### src/rtl/uirq_pkg.sv
package uirq_pkg;
    localparam int NSRC   = 4;
    localparam int CODE_W = $clog2(NSRC);
    localparam int REG_W  = 8;

    localparam logic [CODE_W-1:0] CODE_MODEM = 2'd0;
    localparam logic [CODE_W-1:0] CODE_TX    = 2'd1;
    localparam logic [CODE_W-1:0] CODE_RX    = 2'd2;
    localparam logic [CODE_W-1:0] CODE_ERR   = 2'd3;

    typedef enum logic {
        TXS_LIVE  = 1'b0,
        TXS_ACKED = 1'b1
    } txs_t;
endpackage

### src/rtl/uirq_prio.sv
module uirq_prio
    import uirq_pkg::*;
#(
    parameter int N  = NSRC,
    localparam int CW = $clog2(N)
) (
    input  logic [N-1:0]  req,
    output logic          any,
    output logic [CW-1:0] code
);
    always_comb begin
        any  = 1'b0;
        code = '0;
        for (int i = 0; i < N; i++) begin
            if (req[i]) begin
                any  = 1'b1;
                code = CW'(i);
            end
        end
    end
endmodule

### src/rtl/uirq_txack.sv
module uirq_txack
    import uirq_pkg::*;
(
    input  logic clk,
    input  logic rst_n,
    input  logic tx_cond,
    input  logic tx_en,
    input  logic rd_clr,
    output logic tx_pend
);
    txs_t state, state_nx;

    always_ff @(posedge clk or negedge rst_n) begin
        if (!rst_n) state <= TXS_LIVE;
        else        state <= state_nx;
    end

    always_comb begin
        state_nx = state;
        unique case (state)
            TXS_LIVE:  if (tx_cond && rd_clr) state_nx = TXS_ACKED;
            TXS_ACKED: if (!tx_cond)          state_nx = TXS_LIVE;
            default:                          state_nx = TXS_LIVE;
        endcase
    end

    always_comb begin
        tx_pend = 1'b0;
        unique case (state)
            TXS_LIVE:  tx_pend = tx_cond && tx_en && !rd_clr;
            TXS_ACKED: tx_pend = 1'b0;
            default:   tx_pend = 1'b0;
        endcase
    end

    p_ack_hold_r9: assert property (@(posedge clk) disable iff (!rst_n)
        (state == TXS_ACKED && tx_cond) |-> !tx_pend);
endmodule

### src/rtl/uirq_ident.sv
module uirq_ident
    import uirq_pkg::*;
(
    input  logic             clk,
    input  logic             rst_n,
    input  logic [NSRC-1:0]  src_en,
    input  logic             c_rxerr,
    input  logic             c_rxdat,
    input  logic             c_tmo,
    input  logic             c_txreq,
    input  logic             c_modem,
    input  logic             fifo_mode,
    input  logic             ab_lock,
    input  logic             rd_stb,
    output logic [REG_W-1:0] id_reg,
    output logic             irq
);
    localparam logic [REG_W-1:0] ID_RESET = 8'h01;
    localparam logic [3:0]       NIB_TX   = {1'b0, CODE_TX, 1'b0};

    logic              tx_shown, tx_pend, tmo_pend, any;
    logic [NSRC-1:0]   req;
    logic [CODE_W-1:0] code;
    logic [REG_W-1:0]  id_nx;

    assign tx_shown = (id_reg[3:0] == NIB_TX);
    assign tmo_pend = c_tmo && fifo_mode && src_en[CODE_RX];

    uirq_txack u_txack (
        .clk     (clk),
        .rst_n   (rst_n),
        .tx_cond (c_txreq),
        .tx_en   (src_en[CODE_TX]),
        .rd_clr  (rd_stb && tx_shown),
        .tx_pend (tx_pend)
    );

    always_comb begin
        req           = '0;
        req[CODE_ERR] = c_rxerr && src_en[CODE_ERR];
        req[CODE_RX]  = (c_rxdat && src_en[CODE_RX]) || tmo_pend;
        req[CODE_TX]  = tx_pend;
        req[CODE_MODEM] = c_modem && src_en[CODE_MODEM];
    end

    uirq_prio #(.N(NSRC)) u_prio (
        .req  (req),
        .any  (any),
        .code (code)
    );

    always_comb begin
        id_nx    = '0;
        id_nx[0] = !any;
        if (any) begin
            id_nx[2:1] = code;
            id_nx[3]   = tmo_pend && (code == CODE_RX);
        end
        id_nx[4] = ab_lock;
        id_nx[5] = 1'b0;
        id_nx[7:6] = {2{fifo_mode}};
    end

    always_ff @(posedge clk or negedge rst_n) begin
        if (!rst_n) begin
            id_reg <= ID_RESET;
            irq    <= 1'b0;
        end else begin
            id_reg <= id_nx;
            irq    <= any;
        end
    end

    p_err_wins_r4: assert property (@(posedge clk) disable iff (!rst_n)
        (c_rxerr && src_en[CODE_ERR]) |=> (id_reg[3:0] == 4'h6));
    p_idle_clean_r2: assert property (@(posedge clk) disable iff (!rst_n)
        id_reg[0] |-> (id_reg[3:1] == 3'b000));
    p_nofifo_r8: assert property (@(posedge clk) disable iff (!rst_n)
        !fifo_mode |=> (id_reg[7:6] == 2'b00 && !id_reg[3]));
    p_ablock_r7: assert property (@(posedge clk) disable iff (!rst_n)
        ab_lock |=> id_reg[4]);
    p_txclear_r9: assert property (@(posedge clk) disable iff (!rst_n)
        (rd_stb && tx_shown) |=> (id_reg[3:0] != NIB_TX));
endmodule

### config.mk
export PLATFORM = sky130hd
export DESIGN_NAME = uirq_ident
export DESIGN_NICKNAME = d
export VERILOG_FILES = /design/src/rtl/uirq_pkg.sv /design/src/rtl/uirq_prio.sv /design/src/rtl/uirq_txack.sv /design/src/rtl/uirq_ident.sv
export SDC_FILE = /design/constraint.sdc
export NUM_CORES = 1
export LEC_CHECK = 0
export ABC_AREA = 1
export BUFFER_PORTS_ARGS = -buffer_cell sky130_fd_sc_hd__buf_2
export CAP_MARGIN = 20
export CORE_AREA = 4 4 41 43
export DETAILED_ROUTE_END_ITERATION = 12
export DIE_AREA = 0 0 45 47
export SLEW_MARGIN = 20
export SYNTH_ARGS = -nofsm -noshare
export SYNTH_HDL_FRONTEND = slang
export SYNTH_SLANG_ARGS = --single-unit
### constraint.sdc
create_clock -name clk -period 1.5 [get_ports clk]
set_clock_uncertainty 0.2 [all_clocks]
set_input_delay 0.15 -clock clk [delete_from_list [all_inputs] [get_ports clk]]
set_output_delay 0.15 -clock clk [all_outputs]
set_load 0.1 [all_outputs]
==> metrics.cfg, run 1 <==
[min_path]
hp-class=in -> reg

[clocking]
clock-sinks=8
path_clk_slew_ps=60
ctsHoldBuffers=10
insertion_delay_ps=250
htreeDepth=1
numCtsBuffers=3
cts-root-buf=clkbuf_4
post_cts_buffers=0
cts_tree=yes
cts_resized=0
cts_max_path_buffers=2

[power_and_ir_drop]
power_frac_comb_pct=34.4
powerDensity_nw_per_um2=1067
power_switching_mw=0.2372
switching_share_pct=37.47
ir_worst_vdd_v=0.0004477
internal-power_mw=0.3959
p_seq_share_pct=38.5
leakage_nw=0.3036
p_clk_share_pct=27.0

[global_routing]
grt_usage_pct=8.931
grt_pass1_wl_um=1311
grt_pass1_vias=339
grt_max_degree=9
antenna_found_initial=0
grt-ovfl-total=0

[critical_path]
critPathLaunchType=flip-flop
required_ps=1150
crit_chain=buf_12
path_class=reg -> out
path_max_fanout=2
crit_buf_inv=1
slowest_stage=dfstp_4
crit_family=flip-flops
critical_path.endpoint_type=primary output
cp.arrival_ps=1050
crit_path_max_incr_delay_ps=630

[finish]
layout_commonest_cell=buf_2
antennaDiodeCount=0
nets=80
largest_reg_flops=6
final_layout_size_suffix_gt1_share_pct=58.46
fill_cells=134
area_growth_syn_to_layout_pct=77.53
final_cell_mix=20 x buf_2, 10 x dlygate4sd3_1, 5 x nand2_1

[sta]
slew_violations=0
hold_viol_final=0
grt_setup_unrepaired=false
period_share_pct=93.52
fmax_mhz=712.8
setup_viol=0
setup_tns_ps=0
fin_ws_ps=97.16
period_needed_ps=1403

[die]
core_um2=1301
fp.dieH_um=47
rows=13
dieArea_um2=2115
start_util_pct=25.67
fp.dieW_um=45
ios=23

[run_status]
status=finished, final reports clean

[yosys]
yosys.area.top_type_share_pct=52.43
yosysSeqAreaShare_pct=60.30
synth-xor-area-share_pct=0
ys_types=15
synth-simple-area-share_pct=23.60
ys_warn_count=0
synth_compound_area_share_pct=4.869
synth_fa_ha_area_share_pct=0
netlist_instances=32
synth_fp_nets=46
syn-mean-instance-area_um2=10.44
post_synth_instance_area_um2=334.1
synthTopCellsByArea=dfrtp_1 52%, dfstp_2 7.9%, nand3_2 6.0%, nand2_1 5.6%, buf_4 4.5%
yosysTopAreaCell=dfrtp_1
synth_top_family_by_area=simple AND/OR/NAND/NOR gates
synth_mux_area_share_pct=0
yosys_register_bits=8

[placement]
gp_congestion=0.7617
dp_hpwl_um=500.6
pre_cts_slack_ps=238.9
port-buffer-count=21

[drt]
wl_per_cell_um=9.125
drc=0
ant_nets=0
dr.pass1.iters=2
vias_per_cell=3.863
wirelength_um=730
vias=309
drtIter0Drc=1

[flow_run]
drv_cap=0

kinds of logic (layout without fill, tap and decap cells):
kind of cell	Yosys count	after routing
compound gates	2	2
buf+inv	7	40
flops	8	8
other cells	1	1
simple gates	14	14
cell usage after synthesis:
| cell type | count |
|---|---|
| nor2_2 | 2 |
| nand2_2 | 2 |
| a21boi_1 | 1 |
| nand4_1 | 1 |
| a21oi_2 | 1 |
| nand3_1 | 1 |
| nand2_1 | 5 |
| buf_4 | 2 |
| dfstp_2 | 1 |
| nand3_2 | 2 |
| inv_1 | 3 |
| inv_2 | 2 |
| nor2_1 | 1 |
| dfrtp_1 | 7 |
| conb_1 | 1 |
stage by stage:
stage / hold slack, ps / total power, mW / util, % / instance area (um2) / cells
2_1_floorplan: -345.6 / 0.4001 / - / 342.8 / 32
3_3_place_gp: -201.6 / 0.4468 / 35.87 / 466.7 / 66
3_5_place_dp: -202.7 / 0.4472 / 35.87 / 466.7 / 66
4_1_cts: 15.76 / 0.6401 / 45.58 / 593.1 / 80
5_1_grt: 48.35 / 0.6633 / 45.58 / 593.1 / 80
6_report: 26.28 / 0.6330 / 45.58 / 593.1 / 80
worst paths after layout:
kind | start | endpoint | cells after the start | slack (ps)
max in group asynchronous | rst_n | id_reg[0] | 2 | 800
hold reg to reg | id_reg[3] | u_txack.state | 3 | 350
setup / recovery | id_reg[0] | id_reg[0] | 1 | 100
setup reg to reg | id_reg[0] | id_reg[3] | 5 | 230
hold / removal | c_rxdat | id_reg[2] | 5 | 30
min in group asynchronous | rst_n | irq | 2 | 70
worst register-to-register path: stages, from the launching register on:
cell	delay, ps
dfstp_4	630
nor2_2	40
nand3_2	80
nand4_1	90
nand2_1	80
nor2_1	40
area by class of cell:
type	instances	area [um2]	share of cell area, %
timing repair buffer	31	220.2	37.13
tap	15	18.77	3.165
sequential	8	210.2	35.44
clock buffer	4	26.28	4.430
multi-input combinational	17	98.84	16.67
inverter	5	18.77	3.165
layer usage:
layer / global-route usage [%] / share of wire [%] / routed length, um / vias up
li1: - / - / - / 163
met1: 8.645 / 36 / 262 / 127
met2: 16.38 / 52 / 380 / 17
met3: 3.065 / 10 / 75 / 2
met4: 5.263 / 1.5 / 11 / 0
met5: 0 / 0 / 0 / -
power by group through the flow:
| stage | sequential, mW | clock [mW] | combinational, mW |
|---|---|---|---|
| 2_1_floorplan | 0.349 | 0 | 0.0506 |
| 3_3_place_gp | 0.248 | 0 | 0.199 |
| 3_5_place_dp | 0.248 | 0 | 0.199 |
| 4_1_cts | 0.244 | 0.177 | 0.219 |
| 5_1_grt | 0.246 | 0.186 | 0.231 |
| 6_report | 0.244 | 0.171 | 0.218 |
Note: power is estimated with default switching activity, not from simulation.
==> run 2, diff against run 1 <==
==> constraint.sdc (replaced) <==
create_clock -name clk -period 1.15 [get_ports clk]
set_clock_uncertainty 0.2 [all_clocks]
set_input_delay 0.115 -clock clk [delete_from_list [all_inputs] [get_ports clk]]
set_output_delay 0.115 -clock clk [all_outputs]
set_load 0.1 [all_outputs]
==> run 2 against run 1 <==
Net effect: the flow now finishes with violations (negative hold slack, negative setup slack); register-to-register slack worse by 430 ps; sequential share of layout area is 6.6 points lower; core utilization is 12 points higher; combinational power is 69% higher; die area stayed put; worst setup slack worse by 370 ps; critical path depth is 1 higher; routed wire length is 8.8% higher; via count is 7.4% higher; critical path type unchanged; critical endpoint unchanged.
==> metrics.cfg, run 2 (synthesized netlist as in run 1, its figures left out) <==
[run_status]
status=finished, violations left  ; was finished, final reports clean
violations=negative hold slack, negative setup slack

[critical_path]
crit_buf_inv=2  ; was 1
cp.arrival_ps=1110  ; was 1050 ps
path_class=reg -> out  ; unchanged
rr_startpoint=id_reg[0]  ; unchanged
crit_family=flip-flops  ; unchanged
path_max_fanout=2  ; unchanged
crit_chain=buf_6, buf_12  ; was buf_12
slowest_stage=dfstp_4  ; unchanged
timing.rr.end=id_reg[3]  ; unchanged
reg2reg_depth=6  ; was 5
required_ps=830  ; was 1150 ps
critical_path.endpoint_type=primary output  ; unchanged
r2r_setup_slack_ps=-200  ; was 230 ps
crit_path_max_incr_delay_ps=610  ; was 630 ps
critPathLaunchType=flip-flop  ; unchanged

[global_routing]
grt_max_degree=9  ; unchanged
antenna_found_initial=0  ; unchanged
grt_pass1_wl_um=1331  ; was 1311 um
grt-ovfl-total=0  ; unchanged
grt_usage_pct=8.866  ; was 8.931%
met2_usage_pct=16.95  ; was 16.38%
grt.busiest_layer=met2  ; unchanged
grt_use_met3_pct=3.831  ; was 3.065%
grt_pass1_vias=327  ; was 339
use_met1_pct=8.920  ; was 8.645%

[min_path]
hp-class=in -> reg  ; unchanged
hold_path_startpoint=src_en[2]  ; was c_rxdat
min_to=id_reg[3]  ; was id_reg[2]
holdPathStages=3  ; was 5

[finish]
largest_reg_flops=6  ; unchanged
final_cell_mix=13 x buf_2, 8 x buf_12, 7 x dlygate4sd3_1  ; was 20 x buf_2, 10 x dlygate4sd3_1, 5 x nand2_1
antennaDiodeCount=0  ; unchanged
layout_commonest_cell=buf_2  ; unchanged
nets=82  ; was 80
area_growth_syn_to_layout_pct=123.6  ; was 77.53%
final_layout_size_suffix_gt1_share_pct=70.15  ; was 58.46%

[power_and_ir_drop]
powerDensity_nw_per_um2=1228  ; was 1067 nW/um2
power_mw=0.9170  ; was 0.6330 mW
ir_worst_vdd_v=0.0008722  ; was 0.0004477 V
leakage_nw=0.3564  ; was 0.3036 nW

[sta]
fmax_mhz=701.4
setup_viol=11  ; was 0
fin_ws_ps=-275.6  ; was 97.16 ps
slew_violations=0  ; unchanged
grt_setup_unrepaired=true  ; was false
hold_viol_final=1  ; was 0
period_share_pct=124.0
period_needed_ps=1426
hold_slack_ps=-63.16  ; was 26.28 ps

[clocking]
insertion_delay_ps=240  ; was 250 ps
numCtsBuffers=3  ; unchanged
htreeDepth=1  ; unchanged
path_clk_slew_ps=60  ; about the same
cts_max_path_buffers=2  ; unchanged
cts-root-buf=clkbuf_4  ; unchanged
cts_tree=yes  ; unchanged
clock-sinks=8  ; unchanged

[drt]
vias=332  ; was 309
drtIter0Drc=2  ; was 1
wirelength_um=794  ; was 730 um
wl_per_cell_um=9.683  ; was 9.125 um
dr.pass1.iters=2  ; unchanged
ant_nets=0  ; unchanged
drc=0  ; unchanged
vias_per_cell=4.049  ; was 3.863

[die]
dieArea_um2=2115  ; unchanged
start_util_pct=25.67  ; unchanged
rows=13  ; unchanged
fp.dieW_um=45  ; unchanged
fp.dieH_um=47  ; unchanged
ios=23  ; unchanged
core_um2=1301  ; unchanged

[placement]
gp_congestion=0.6516  ; was 0.7617
port-buffer-count=21  ; unchanged
dp_hpwl_um=590.7  ; was 500.6 um
pre_cts_slack_ps=-89.82  ; was 238.9 ps

[flow_run]
drv_cap=0  ; unchanged

[run 2: cell count changes in the layout (fill, tap and decap cells not counted)]
cell           delta
nand3_1           -1
dlygate4sd3_1     -3
buf_2             -7
a21boi_1          -1
a21boi_2          +1
nor2_4            +1
nor2_2            -1
dfrtp_2           +1
buf_6             +4
dfrtp_1           -2
buf_4             +1
buf_12            +7
dfrtp_4           +1
nand3_4           +1
[run 2: power breakdown]
group | leakage [nW] | switching, mW | total, mW | internal (mW)
clock network | 0.0150 | 0.0885 | 0.221 | 0.132
registers | 0.0896 | 0.0194 | 0.329 | 0.309
logic | 0.252 | 0.222 | 0.368 | 0.146
total | 0.356 | 0.329 | 0.917 | 0.588
[run 2: metrics by stage]
step / cells / util [%] / setup TNS, ps / instance area (um2) / hold slack, ps
finish: 82 / 57.40 / -1342 / 747.0 / -63.16
global route: 82 / 57.40 / -1892 / 747.0 / -52.97
CTS: 82 / 55.87 / -1326 / 726.9 / -74.24
detailed placement: 69 / 46.06 / -186.3 / 599.3 / -237.2
global placement: 69 / 46.06 / -134.2 / 599.3 / -239.5
floorplan: 32 / - / -1219 / 347.8 / -380.6
[run 2: how the worst max path moves through the flow]
stage | startpoint | end | depth (start not counted)
finish | id_reg[0] | id_reg[0] | 2
floorplan | id_reg[0] | id_reg[3] | 5
CTS | id_reg[0] | id_reg[0] | 2
global route | id_reg[0] | id_reg[0] | 2
global placement | id_reg[0] | id_reg[3] | 5
detailed placement | id_reg[0] | id_reg[3] | 5
[run 2: area by class of cell]
type	instances	area [um2]
Fill cell	119	554.3
Timing Repair Buffer	33	347.8
Sequential cell	8	215.2
Multi-Input combinational cell	17	120.1
Clock buffer	4	26.28
Inverter	5	18.77
Tap cell	15	18.77
[run 2: what timing repair did]
item | in CTS | in global routing
setup endpoints to repair | 10 | 14
endpoints found under the hold margin | 16 | 2
resized for setup | 4 | 4
setup buffers | 2 | 0
hold buffers | 7 | 1
pin swaps | 3 | 1
[run 2: worst min-delay path: cells and delay by family]
kind                   cells  cell delay [ps]
and+or+nand+nor            2              120
buffers and inverters      1              110
[run 2: metal layers]
metal | routed length (um) | up-vias
li1 | - | 167
met1 | 251 | 151
met2 | 464 | 12
met3 | 74 | 2
met4 | 4 | 0
met5 | 0 | -
==> run 3, diff against run 2 <==
--- a/config.mk
+++ b/config.mk
@@ -11,6 +11,7 @@
 export CORE_AREA = 4 4 41 43
 export DETAILED_ROUTE_END_ITERATION = 12
 export DIE_AREA = 0 0 45 47
+export REMOVE_ABC_BUFFERS = 1
 export SLEW_MARGIN = 20
 export SYNTH_ARGS = -nofsm -noshare
 export SYNTH_HDL_FRONTEND = slang
==> run 3 against run 2 <==
Net effect: first-iteration DRC count decreased by 100%; sequential share of layout area decreased by 1.6 points; global-route usage decreased by 0.49 points; cell area decreased by 0.17%; the run still ends with negative hold slack, negative setup slack left; non-clock buffer count increased by 2.
==> metrics.cfg, run 3 (synthesized netlist as in run 1, its figures left out) <==
[sta]
period_share_pct=118.5  ; was 124.0%
slew_violations=0  ; unchanged
fin_ws_ps=-212.3  ; was -275.6 ps
hold_viol_final=2  ; was 1
hold_slack_ps=-97.77  ; was -63.16 ps
setup_viol=11  ; unchanged
fmax_mhz=734.1  ; was 701.4 MHz
grt_setup_unrepaired=true  ; unchanged
period_needed_ps=1362  ; was 1426 ps

[clocking]
cts-root-buf=clkbuf_4  ; unchanged
htreeDepth=1  ; unchanged
cts_max_path_buffers=2  ; unchanged
cts_tree=yes  ; unchanged
numCtsBuffers=3  ; unchanged
insertion_delay_ps=260  ; was 240 ps
path_clk_slew_ps=60  ; about the same
clock-sinks=8  ; unchanged

[critical_path]
startpoint=id_reg[0]  ; unchanged
crit_path_max_incr_delay_ps=540  ; was 610 ps
crit_chain=buf_6, buf_12  ; unchanged
rr_startpoint=id_reg[0]  ; unchanged
reg2reg_depth=6  ; unchanged
timing.rr.end=id_reg[3]  ; unchanged
path_max_fanout=2  ; unchanged
cp.arrival_ps=1050  ; was 1110 ps
slowest_stage=dfstp_2  ; was dfstp_4
required_ps=830  ; about the same
critical_path.endpoint_type=primary output  ; unchanged
critPathLaunchType=flip-flop  ; unchanged
r2r_setup_slack_ps=-130  ; was -200 ps
path_class=reg -> out  ; unchanged

[power_and_ir_drop]
p_seq_share_pct=34.5  ; was 35.8%
switching_share_pct=36.48  ; was 35.93%
powerDensity_nw_per_um2=1248  ; was 1228 nW/um2
internal-power_mw=0.5911  ; was 0.5876 mW
power_switching_mw=0.3394  ; was 0.3295 mW
power_mw=0.9306  ; was 0.9170 mW
p_clk_share_pct=25.2  ; was 24.1%
ir_worst_vdd_v=0.0006138  ; was 0.0008722 V
power_frac_comb_pct=40.3  ; was 40.1%
leakage_nw=0.3724  ; was 0.3564 nW

[flow_run]
drv_cap=0  ; unchanged

[drt]
wirelength_um=761  ; was 794 um
dr.pass1.iters=1  ; was 2
wl_per_cell_um=9.060  ; was 9.683 um
ant_nets=0  ; unchanged
vias=319  ; was 332
drtIter0Drc=0  ; was 2
drc=0  ; unchanged
vias_per_cell=3.798  ; was 4.049

[placement]
dp_cells=69  ; unchanged
dp_hpwl_um=600  ; was 590.7 um
gp_congestion=0.7265  ; was 0.6516
port-buffer-count=21  ; unchanged

[die]
fp.dieH_um=47  ; unchanged
core_um2=1301  ; unchanged
ios=23  ; unchanged
dieArea_um2=2115  ; unchanged
rows=13  ; unchanged
fp.dieW_um=45  ; unchanged
start_util_pct=25.67  ; unchanged

[finish]
layout_commonest_cell=buf_2  ; unchanged
fill_cells=120  ; was 119
area_growth_syn_to_layout_pct=123.2  ; was 123.6%
post-route-util_pct=57.31  ; was 57.40%
final_cell_mix=13 x buf_2, 8 x buf_12, 7 x dlygate4sd3_1  ; unchanged
final_layout_size_suffix_gt1_share_pct=63.77  ; was 70.15%
antennaDiodeCount=0  ; unchanged
stdcell_count=84  ; was 82
nets=84  ; was 82
largest_reg_flops=6  ; unchanged

[min_path]
min_to=id_reg[3]  ; unchanged
holdPathStages=3  ; unchanged
hp-class=in -> reg  ; unchanged
hold_path_startpoint=src_en[2]  ; unchanged

[global_routing]
grt_pass1_vias=291  ; was 327
grt_usage_pct=8.380  ; was 8.866%
grt_max_degree=9  ; unchanged
grt_pass1_wl_um=1138  ; was 1331 um
grt-ovfl-total=0  ; unchanged
antenna_found_initial=0  ; unchanged

[run_status]
status=finished, violations left  ; unchanged
violations=negative hold slack, negative setup slack  ; unchanged

==> run 3: what timing repair did <==
| item | 4_1_cts | 5_1_grt |
|---|---|---|
| buffers inserted | 2 | 2 |
| hold buffers | 7 | 2 |
| gates cloned | 0 | 0 |
| resized for setup | 5 | 4 |
| pin swaps | 2 | 3 |
| setup endpoints to repair | 7 | 13 |
| endpoints found under the hold margin | 16 | 4 |
==> run 3: worst max-delay path by stage <==
stage | to
floorplan | id_reg[6]
global placement | id_reg[3]
detailed placement | id_reg[3]
CTS | id_reg[0]
global route | id_reg[0]
finish | id_reg[0]
==> run 3: routing by layer <==
layer,vias up,track usage [%],share of wire (%)
met5,-,0,0
met1,127,8.431,37
li1,168,-,-
met4,0,10.53,4.6
met3,5,2.682,12
met2,19,12.43,46
==> run 3: through the flow <==
step                setup WS (ps)  TNS [ps]  hold WS [ps]  area (um2)
floorplan                  -643.7     -3776        -380.6       319.1
global placement            9.275         0        -236.2       585.6
detailed placement         -16.48    -16.48        -236.9       585.6
CTS                        -228.2    -921.5        -111.4       714.4
global route               -230.2     -1355        -100.0       745.7
finish                     -212.3    -989.7        -97.77       745.7
==> run 3: power groups by stage <==
stage	Combinational [mW]	Clock, mW	Sequential [mW]
after floorplan	0.0472	0	0.465
after global placement	0.326	0	0.325
after detailed placement	0.328	0	0.326
after CTS	0.362	0.244	0.322
after global routing	0.391	0.254	0.323
final	0.375	0.234	0.321
==> run 3: critical path, delay by kind of cell, from the launching register on <==
| kind | cells | cell delay [ps] |
|---|---|---|
| buf+inv | 2 | 260 |
| flops | 1 | 540 |
==> run 3: final cells by class <==
| class | instances | area [um2] | area share (%) |
|---|---|---|---|
| tap | 15 | 18.77 | 2.517 |
| multi-input combinational | 17 | 112.6 | 15.10 |
| inverter | 5 | 18.77 | 2.517 |
| sequential | 8 | 202.7 | 27.18 |
| timing repair buffer | 35 | 366.6 | 49.16 |
| clock buffer | 4 | 26.28 | 3.523 |
